[src/rtl/tslot_pkg.sv]
package tslot_pkg;
  localparam int unsigned FRAME_SLOTS = 16;
  localparam int unsigned SLOT_W      = 4;
  localparam int unsigned MAP_ENTRY_W = 2;

  typedef logic [FRAME_SLOTS-1:0][MAP_ENTRY_W-1:0] slot_map_t;

  // 1:2:13 split: slot 0 -> core 0, slots 4 and 12 -> core 1, rest -> core 2
  function automatic slot_map_t weighted_map();
    slot_map_t m;
    for (int s = 0; s < FRAME_SLOTS; s++) m[s] = 2'd2;
    m[0]  = 2'd0;
    m[4]  = 2'd1;
    m[12] = 2'd1;
    return m;
  endfunction
endpackage

[src/rtl/tslot_timer.sv]
module tslot_timer #(
  parameter int unsigned SLOT_CYCLES = 16,
  parameter int unsigned CNT_W       = $clog2(SLOT_CYCLES)
) (
  input  logic                          clk_i,
  input  logic                          rst_ni,
  output logic [CNT_W-1:0]              cyc_o,
  output logic [tslot_pkg::SLOT_W-1:0]  slot_o,
  output logic                          first_o
);
  localparam logic [CNT_W-1:0] LAST_CYC = CNT_W'(SLOT_CYCLES - 1);

  logic [CNT_W-1:0]             cyc_q;
  logic [tslot_pkg::SLOT_W-1:0] slot_q;
  logic                         last_cyc;

  assign last_cyc = (cyc_q == LAST_CYC);

  always_ff @(posedge clk_i or negedge rst_ni) begin
    if (!rst_ni) begin
      cyc_q  <= '0;
      slot_q <= '0;
    end else if (last_cyc) begin
      cyc_q  <= '0;
      slot_q <= slot_q + 1'b1;  // wraps at frame end
    end else begin
      cyc_q  <= cyc_q + 1'b1;
    end
  end

  assign cyc_o   = cyc_q;
  assign slot_o  = slot_q;
  assign first_o = (cyc_q == '0);
endmodule

[src/rtl/tslot_core_sel.sv]
module tslot_core_sel #(
  parameter int unsigned          N_CORES  = 3,
  parameter int unsigned          CORE_W   = 2,
  parameter tslot_pkg::slot_map_t SLOT_MAP = tslot_pkg::weighted_map()
) (
  input  logic [tslot_pkg::SLOT_W-1:0] slot_i,
  output logic [CORE_W-1:0]            core_o,
  output logic [N_CORES-1:0]           sel_o
);
  logic [tslot_pkg::MAP_ENTRY_W-1:0] entry;

  assign entry  = SLOT_MAP[slot_i];
  assign core_o = entry[CORE_W-1:0];

  for (genvar c = 0; c < N_CORES; c++) begin : g_sel
    assign sel_o[c] = (core_o == CORE_W'(c));
  end
endmodule

[src/rtl/tslot_ctx_bank.sv]
module tslot_ctx_bank #(
  parameter int unsigned N_REGS = 8,
  parameter int unsigned DATA_W = 16,
  parameter int unsigned FLAG_W = 4,
  parameter int unsigned AW     = $clog2(N_REGS)
) (
  input  logic              clk_i,
  input  logic              rst_ni,
  input  logic              en_i,
  input  logic              wr_en_i,
  input  logic [AW-1:0]     wr_addr_i,
  input  logic [DATA_W-1:0] wr_data_i,
  input  logic              flag_we_i,
  input  logic [FLAG_W-1:0] flag_d_i,
  input  logic [AW-1:0]     rd_addr_a_i,
  input  logic [AW-1:0]     rd_addr_b_i,
  output logic [DATA_W-1:0] rd_a_o,
  output logic [DATA_W-1:0] rd_b_o,
  output logic [FLAG_W-1:0] flags_o
);
  logic [DATA_W-1:0] regs_q [N_REGS];
  logic [FLAG_W-1:0] flags_q;

  always_ff @(posedge clk_i or negedge rst_ni) begin
    if (!rst_ni) begin
      for (int i = 0; i < N_REGS; i++) regs_q[i] <= '0;
    end else if (en_i && wr_en_i) begin
      regs_q[wr_addr_i] <= wr_data_i;
    end
  end

  always_ff @(posedge clk_i or negedge rst_ni) begin
    if (!rst_ni)                flags_q <= '0;
    else if (en_i && flag_we_i) flags_q <= flag_d_i;
  end

  assign rd_a_o  = regs_q[rd_addr_a_i];
  assign rd_b_o  = regs_q[rd_addr_b_i];
  assign flags_o = flags_q;
endmodule

[src/rtl/tslot_sched.sv]
module tslot_sched #(
  parameter int unsigned          N_CORES     = 3,
  parameter int unsigned          SLOT_CYCLES = 16,
  parameter int unsigned          N_REGS      = 8,
  parameter int unsigned          DATA_W      = 16,
  parameter int unsigned          FLAG_W      = 4,
  parameter tslot_pkg::slot_map_t SLOT_MAP    = tslot_pkg::weighted_map(),
  localparam int unsigned         CORE_W      = (N_CORES > 1) ? $clog2(N_CORES) : 1,
  localparam int unsigned         AW          = $clog2(N_REGS),
  localparam int unsigned         CNT_W       = $clog2(SLOT_CYCLES)
) (
  input  logic                         clk_i,
  input  logic                         rst_ni,
  output logic                         slot_start_o,
  output logic [tslot_pkg::SLOT_W-1:0] slot_idx_o,
  output logic [CORE_W-1:0]            active_core_o,
  input  logic                         wr_en_i,
  input  logic [AW-1:0]                wr_addr_i,
  input  logic [DATA_W-1:0]            wr_data_i,
  input  logic [AW-1:0]                rd_addr_a_i,
  output logic [DATA_W-1:0]            rd_data_a_o,
  input  logic [AW-1:0]                rd_addr_b_i,
  output logic [DATA_W-1:0]            rd_data_b_o,
  input  logic                         flag_we_i,
  input  logic [FLAG_W-1:0]            flag_d_i,
  output logic [FLAG_W-1:0]            flags_o
);
  logic [CNT_W-1:0]             cyc_q;
  logic [tslot_pkg::SLOT_W-1:0] slot_q;
  logic [N_CORES-1:0]           core_sel;
  logic [DATA_W-1:0]            bank_rd_a [N_CORES];
  logic [DATA_W-1:0]            bank_rd_b [N_CORES];
  logic [FLAG_W-1:0]            bank_flags[N_CORES];

  tslot_timer #(
    .SLOT_CYCLES(SLOT_CYCLES),
    .CNT_W      (CNT_W)
  ) u_timer (
    .clk_i  (clk_i),
    .rst_ni (rst_ni),
    .cyc_o  (cyc_q),
    .slot_o (slot_q),
    .first_o(slot_start_o)
  );

  tslot_core_sel #(
    .N_CORES (N_CORES),
    .CORE_W  (CORE_W),
    .SLOT_MAP(SLOT_MAP)
  ) u_sel (
    .slot_i(slot_q),
    .core_o(active_core_o),
    .sel_o (core_sel)
  );

  for (genvar c = 0; c < N_CORES; c++) begin : g_bank
    tslot_ctx_bank #(
      .N_REGS(N_REGS),
      .DATA_W(DATA_W),
      .FLAG_W(FLAG_W),
      .AW    (AW)
    ) u_bank (
      .clk_i      (clk_i),
      .rst_ni     (rst_ni),
      .en_i       (core_sel[c]),
      .wr_en_i    (wr_en_i),
      .wr_addr_i  (wr_addr_i),
      .wr_data_i  (wr_data_i),
      .flag_we_i  (flag_we_i),
      .flag_d_i   (flag_d_i),
      .rd_addr_a_i(rd_addr_a_i),
      .rd_addr_b_i(rd_addr_b_i),
      .rd_a_o     (bank_rd_a[c]),
      .rd_b_o     (bank_rd_b[c]),
      .flags_o    (bank_flags[c])
    );
  end

  // one-hot AND-OR mux keeps read depth at one level per core
  always_comb begin
    rd_data_a_o = '0;
    rd_data_b_o = '0;
    flags_o     = '0;
    for (int c = 0; c < N_CORES; c++) begin
      rd_data_a_o |= bank_rd_a[c]  & {DATA_W{core_sel[c]}};
      rd_data_b_o |= bank_rd_b[c]  & {DATA_W{core_sel[c]}};
      flags_o     |= bank_flags[c] & {FLAG_W{core_sel[c]}};
    end
  end

  assign slot_idx_o = slot_q;
endmodule

[config.mk]
export PLATFORM = sky130hd
export DESIGN_NAME = tslot_sched
export DESIGN_NICKNAME = d
export VERILOG_FILES = /design/src/rtl/tslot_pkg.sv /design/src/rtl/tslot_timer.sv /design/src/rtl/tslot_core_sel.sv /design/src/rtl/tslot_ctx_bank.sv /design/src/rtl/tslot_sched.sv
export SDC_FILE = /design/constraint.sdc
export NUM_CORES = 1
export LEC_CHECK = 0
export CORE_MARGIN = 4
export CORE_UTILIZATION = 60
export DETAILED_ROUTE_END_ITERATION = 8
export GPL_TIMING_DRIVEN = 1
export PLACE_DENSITY = 0.78
export SYNTH_ARGS = -nofsm -noshare
export SYNTH_HDL_FRONTEND = slang
export SYNTH_HIERARCHICAL = 1
export SYNTH_SLANG_ARGS = --single-unit
[constraint.sdc]
create_clock -name clk_i -period 6.3 [get_ports clk_i]
set_input_delay 1.89 -clock clk_i [delete_from_list [all_inputs] [get_ports clk_i]]
set_output_delay 1.89 -clock clk_i [all_outputs]
set_load 0.005 [all_outputs]
==> results of run 1 <==
-- routing by layer --
metal  global-route usage [%]  vias up
li1                         -     5383
met2                    47.91      515
met4                    9.972        2
met1                    42.95     7079
met5                        0        -
met3                    5.547      126
-- logic make-up (layout without fill, tap and decap cells) --
| kind of cell | count (synthesis) | in the layout | share of synthesized area [%] |
|---|---|---|---|
| muxes | 685 | 685 | 46.10 |
| buffers and inverters | 137 | 260 | 3.484 |
| and+or+nand+nor | 51 | 51 | 1.684 |
| xor gates and xnor gates | 4 | 4 | 0.1615 |
| AOI/OAI and AO/OA | 41 | 41 | 1.794 |
| adders and majority gates | 3 | 3 | 0.1731 |
| DFF | 404 | 404 | 46.61 |
-- layout make-up --
class / instances / area (um2)
clock buffer: 68 / 1354
clock inverter: 11 / 147.6
fill: 2363 / 10990
inverter: 40 / 150.1
multi-input combinational: 784 / 10850
sequential: 404 / 10110
tap: 461 / 576.8
timing repair buffer: 141 / 1476
-- state kept, by name, indices dropped and copies added, names as in the netlist --
| register | cells |
|---|---|
| u_timer/cyc_o | 4 |
| g_bank.u_bank/flags_o | 12 |
| u_timer/slot_o | 4 |
| g_bank.u_bank/regs_q | 384 |
-- power breakdown --
group	leakage (nW)	internal [mW]	switching, mW	total [mW]
Clock	0.738	1.60	1.06	2.66
Combinational	4.94	0.847	0.507	1.35
Sequential	5.18	2.92	0.235	3.15
Total	10.9	5.37	1.80	7.17
-- per-stage QoR --
| step | std cells | total power [mW] | instance area [um2] | util [%] |
|---|---|---|---|---|
| after floorplan | 1325 | 3.991 | 21690 | - |
| after global placement | 1830 | 4.483 | 23160 | 64.96 |
| after detailed placement | 1830 | 4.543 | 23160 | 64.96 |
| after CTS | 1909 | 7.214 | 24660 | 69.17 |
| after global routing | 1909 | 7.454 | 24660 | 69.17 |
| final | 1909 | 7.170 | 24660 | 69.17 |
-- worst min-delay path by stage --
stage	from	endpoint	slack (ns)	cells after the start
floorplan	u_timer/cyc_o[0]$_DFF_PN0_	u_timer/cyc_o[0]$_DFF_PN0_	0.45	1
global placement	u_timer/cyc_o[3]$_DFF_PN0_	u_timer/cyc_o[3]$_DFF_PN0_	0.47	1
detailed placement	u_timer/cyc_o[0]$_DFF_PN0_	u_timer/cyc_o[0]$_DFF_PN0_	0.48	1
CTS	u_timer/cyc_o[0]$_DFF_PN0_	u_timer/cyc_o[0]$_DFF_PN0_	0.51	1
global route	g_bank[1].u_bank/flags_o[0]$_DFFE_PN0P_	g_bank[1].u_bank/flags_o[0]$_DFFE_PN0P_	0.52	1
finish	u_timer/cyc_o[3]$_DFF_PN0_	u_timer/cyc_o[3]$_DFF_PN0_	0.51	1
-- Yosys cell counts --
| master | instances | area [um2] |
|---|---|---|
| nor4_2 | 1 | 12.51 |
| inv_1 | 40 | 150.1 |
| nor2_1 | 1 | 3.750 |
| o21ai_1 | 1 | 5.000 |
| a21oi_1 | 1 | 5.000 |
| nand2_1 | 7 | 26.28 |
| or3_1 | 6 | 37.54 |
| clkbuf_1 | 24 | 90.09 |
| mux2_2 | 459 | 5169 |
| buf_6 | 18 | 202.7 |
| mux2_4 | 33 | 495.5 |
| xnor2_1 | 2 | 17.52 |
| a222oi_1 | 36 | 360.4 |
| buf_12 | 3 | 60.06 |
| nor2_2 | 19 | 118.9 |
| buf_2 | 46 | 230.2 |
| nand2b_1 | 6 | 37.54 |
| o41ai_1 | 1 | 8.760 |
| dfrtp_1 | 404 | 10110 |
| mux4_2 | 192 | 4324 |
| mux2_1 | 1 | 11.26 |
| ha_1 | 3 | 37.54 |
| buf_1 | 6 | 22.52 |
| nand4_2 | 1 | 12.51 |
| nand3_2 | 3 | 30.03 |
| and3_1 | 1 | 6.260 |
| nor3b_1 | 1 | 7.510 |
| xor2_1 | 2 | 17.52 |
| o21ai_0 | 2 | 10.01 |
| nand3b_4 | 3 | 60.06 |
| and2_1 | 2 | 12.51 |
-- worst max-delay path, stage by stage --
cell             delay [ns]
buf_6                  0.16
buf_12                 0.26
mux4_2                 0.53
mux2_2                 0.28
a222oi_1               0.45
inv_1                  0.11
clkdlybuf4s50_1        0.47
==> impl_metrics.xml, run 1 <==
<?xml version="1.0" encoding="UTF-8"?>
<metrics>
  <group name="run_status">
    <metric name="run_status" unit="">finished clean</metric>
  </group>
  <group name="drt">
    <metric name="vias_per_cell" unit="">6.865</metric>
    <metric name="met1_length" unit="um">23560</metric>
    <metric name="drc_errors" unit="">0</metric>
    <metric name="detail_route.wl_per_cell" unit="um">30.20</metric>
    <metric name="detailed_routing_iterations_pass_1" unit="">6</metric>
    <metric name="routed-wl-met3" unit="um">4255</metric>
    <metric name="top_signal_layer_used" unit="">met5</metric>
    <metric name="dr_wl_met2" unit="um">27880</metric>
    <metric name="detailedRoute.firstIterationViolations" unit="">1266</metric>
    <metric name="antenna_violating_nets_post_route" unit="">0</metric>
    <metric name="routed_wirelength" unit="um">57660</metric>
    <metric name="dr_total_vias" unit="">13110</metric>
  </group>
  <group name="floorplan">
    <metric name="fp.dieArea" unit="mm2">0.03926</metric>
    <metric name="num_rows" unit="">69</metric>
    <metric name="die_height" unit="um">198.1</metric>
    <metric name="starting_utilization_of_the_core_area" unit="%">60.84</metric>
    <metric name="fp.coreArea" unit="mm2">0.03566</metric>
    <metric name="i_o_pins" unit="">76</metric>
    <metric name="die_x" unit="um">198.1</metric>
  </group>
  <group name="critical_path">
    <metric name="r2r_start" unit="">u_timer/slot_o[3]$_DFFE_PN0N_</metric>
    <metric name="setup.worst_path.start" unit="">rd_addr_b_i[0]</metric>
    <metric name="required_arrival_time_at_the_worst_endpoint" unit="ns">4.41</metric>
    <metric name="criticalPathCategory" unit="">primary input to output port</metric>
    <metric name="worst_r2r_endpoint" unit="">g_bank[2].u_bank/regs_q[91]$_DFFE_PN0P_</metric>
    <metric name="rr_worst_depth" unit="">7</metric>
    <metric name="startpoint_type" unit="">primary input</metric>
    <metric name="cp_capture_type" unit="">output port</metric>
    <metric name="maximum_fanout_count_along_the_critical_path" unit="">28</metric>
    <metric name="setup.reg_to_reg.worst_slack" unit="ns">2.90</metric>
    <metric name="cp_data_arrival_time" unit="ns">4.21</metric>
    <metric name="critical_path.endpoint" unit="">rd_data_b_o[10]</metric>
  </group>
  <group name="sta">
    <metric name="timing.slew.headroom" unit="%">29.41</metric>
    <metric name="finalHoldWorstSlack" unit="ns">0.5057</metric>
    <metric name="final-max-slew-violation-count" unit="">0</metric>
    <metric name="achievable-frequency" unit="GHz">0.1640</metric>
    <metric name="grt_setup_unrepaired" unit="">false</metric>
    <metric name="finalSetupViolCount" unit="">0</metric>
    <metric name="tightestPinTransition" unit="ns">1.055</metric>
    <metric name="final_worst_slack" unit="ns">0.2009</metric>
    <metric name="setup-tns-final" unit="ns">0</metric>
    <metric name="timing.clock.skew" unit="ns">0.01513</metric>
    <metric name="finalCriticalPeriod" unit="ns">6.099</metric>
    <metric name="min_period_over_period" unit="%">96.81</metric>
    <metric name="finalHoldViolations" unit="">0</metric>
  </group>
  <group name="yosys">
    <metric name="post_synth_instance_area" unit="mm2">0.02169</metric>
    <metric name="ys.warnings.count" unit="">6</metric>
    <metric name="synth.ff_latch_count" unit="">404</metric>
    <metric name="post_synth_inst_count" unit="">1325</metric>
    <metric name="syn-mean-instance-area" unit="um2">16.37</metric>
    <metric name="mappedNetlistNets" unit="">1361</metric>
    <metric name="synthDistinctLibCells" unit="">31</metric>
    <metric name="yosysSeqAreaShare" unit="%">46.61</metric>
  </group>
  <group name="placement">
    <metric name="detailedPlace.worstSlack" unit="ns">0.2104</metric>
    <metric name="portBuffers" unit="">75</metric>
    <metric name="dp_hpwl" unit="um">34020</metric>
    <metric name="place_congestion" unit="">0.7929</metric>
  </group>
  <group name="cts">
    <metric name="cts_hold_buffers" unit="">0</metric>
    <metric name="clkSlewWorstSetupHoldPaths" unit="ns">0.06</metric>
    <metric name="cts_resized" unit="">0</metric>
    <metric name="cts.sink_count" unit="">404</metric>
    <metric name="cts_htree_levels" unit="">2</metric>
    <metric name="cts_made_buffers" unit="">44</metric>
    <metric name="cts_buffer_depth" unit="">3</metric>
    <metric name="clock_tree_from_tritoncts" unit="">yes</metric>
    <metric name="cts_post_setup_buffers_inserted" unit="">0</metric>
    <metric name="cts-root-buf" unit="">clkbuf_16</metric>
    <metric name="clk-insertion-delay-late" unit="ns">0.58</metric>
  </group>
  <group name="final_layout">
    <metric name="layout.cells.most_common_list" unit="">mux2_2 (459), dfrtp_1 (404), mux4_2 (192), clkdlybuf4s50_1 (68), buf_4 (49)</metric>
    <metric name="antenna_cells_inserted" unit="">0</metric>
    <metric name="layout.cells.most_common" unit="">mux2_2</metric>
    <metric name="post_route_cells_drive_above_1_share" unit="%">59.05</metric>
    <metric name="final_stage_net_count" unit="">1451</metric>
    <metric name="area_growth" unit="%">13.69</metric>
  </group>
  <group name="global_route">
    <metric name="grt.total_usage" unit="%">30.16</metric>
    <metric name="initial_antenna_violation_count" unit="">1</metric>
    <metric name="grt_pass1_vias" unit="">13950</metric>
    <metric name="grt_pass1_wl" unit="um">88310</metric>
    <metric name="grt_start_max_net_pins" unit="">151</metric>
    <metric name="gr-total-overflow" unit="">0</metric>
  </group>
  <group name="hold_path">
    <metric name="min_path_type" unit="">register to register</metric>
  </group>
  <group name="job">
    <metric name="max-cap-violations" unit="">0</metric>
  </group>
  <group name="power">
    <metric name="power_density" unit="mW/mm2">290.7</metric>
    <metric name="power.ir.vdd_worst" unit="V">0.0002101</metric>
    <metric name="static-leakage-power" unit="nW">10.86</metric>
  </group>
</metrics>
Power figures use the tool's default switching activity.
==> run 2: changes to the inputs <==
SKIP_CTS_REPAIR_TIMING = 1   (was default)
==> results of run 2 <==
No change in the layout: final DEF, timing and power equal those of run 1.
==> run 3: changes to the inputs <==
GPL_TIMING_DRIVEN = default   (was 1)
==> results of run 3 <==
No change in the layout: final DEF, timing and power equal those of run 1.
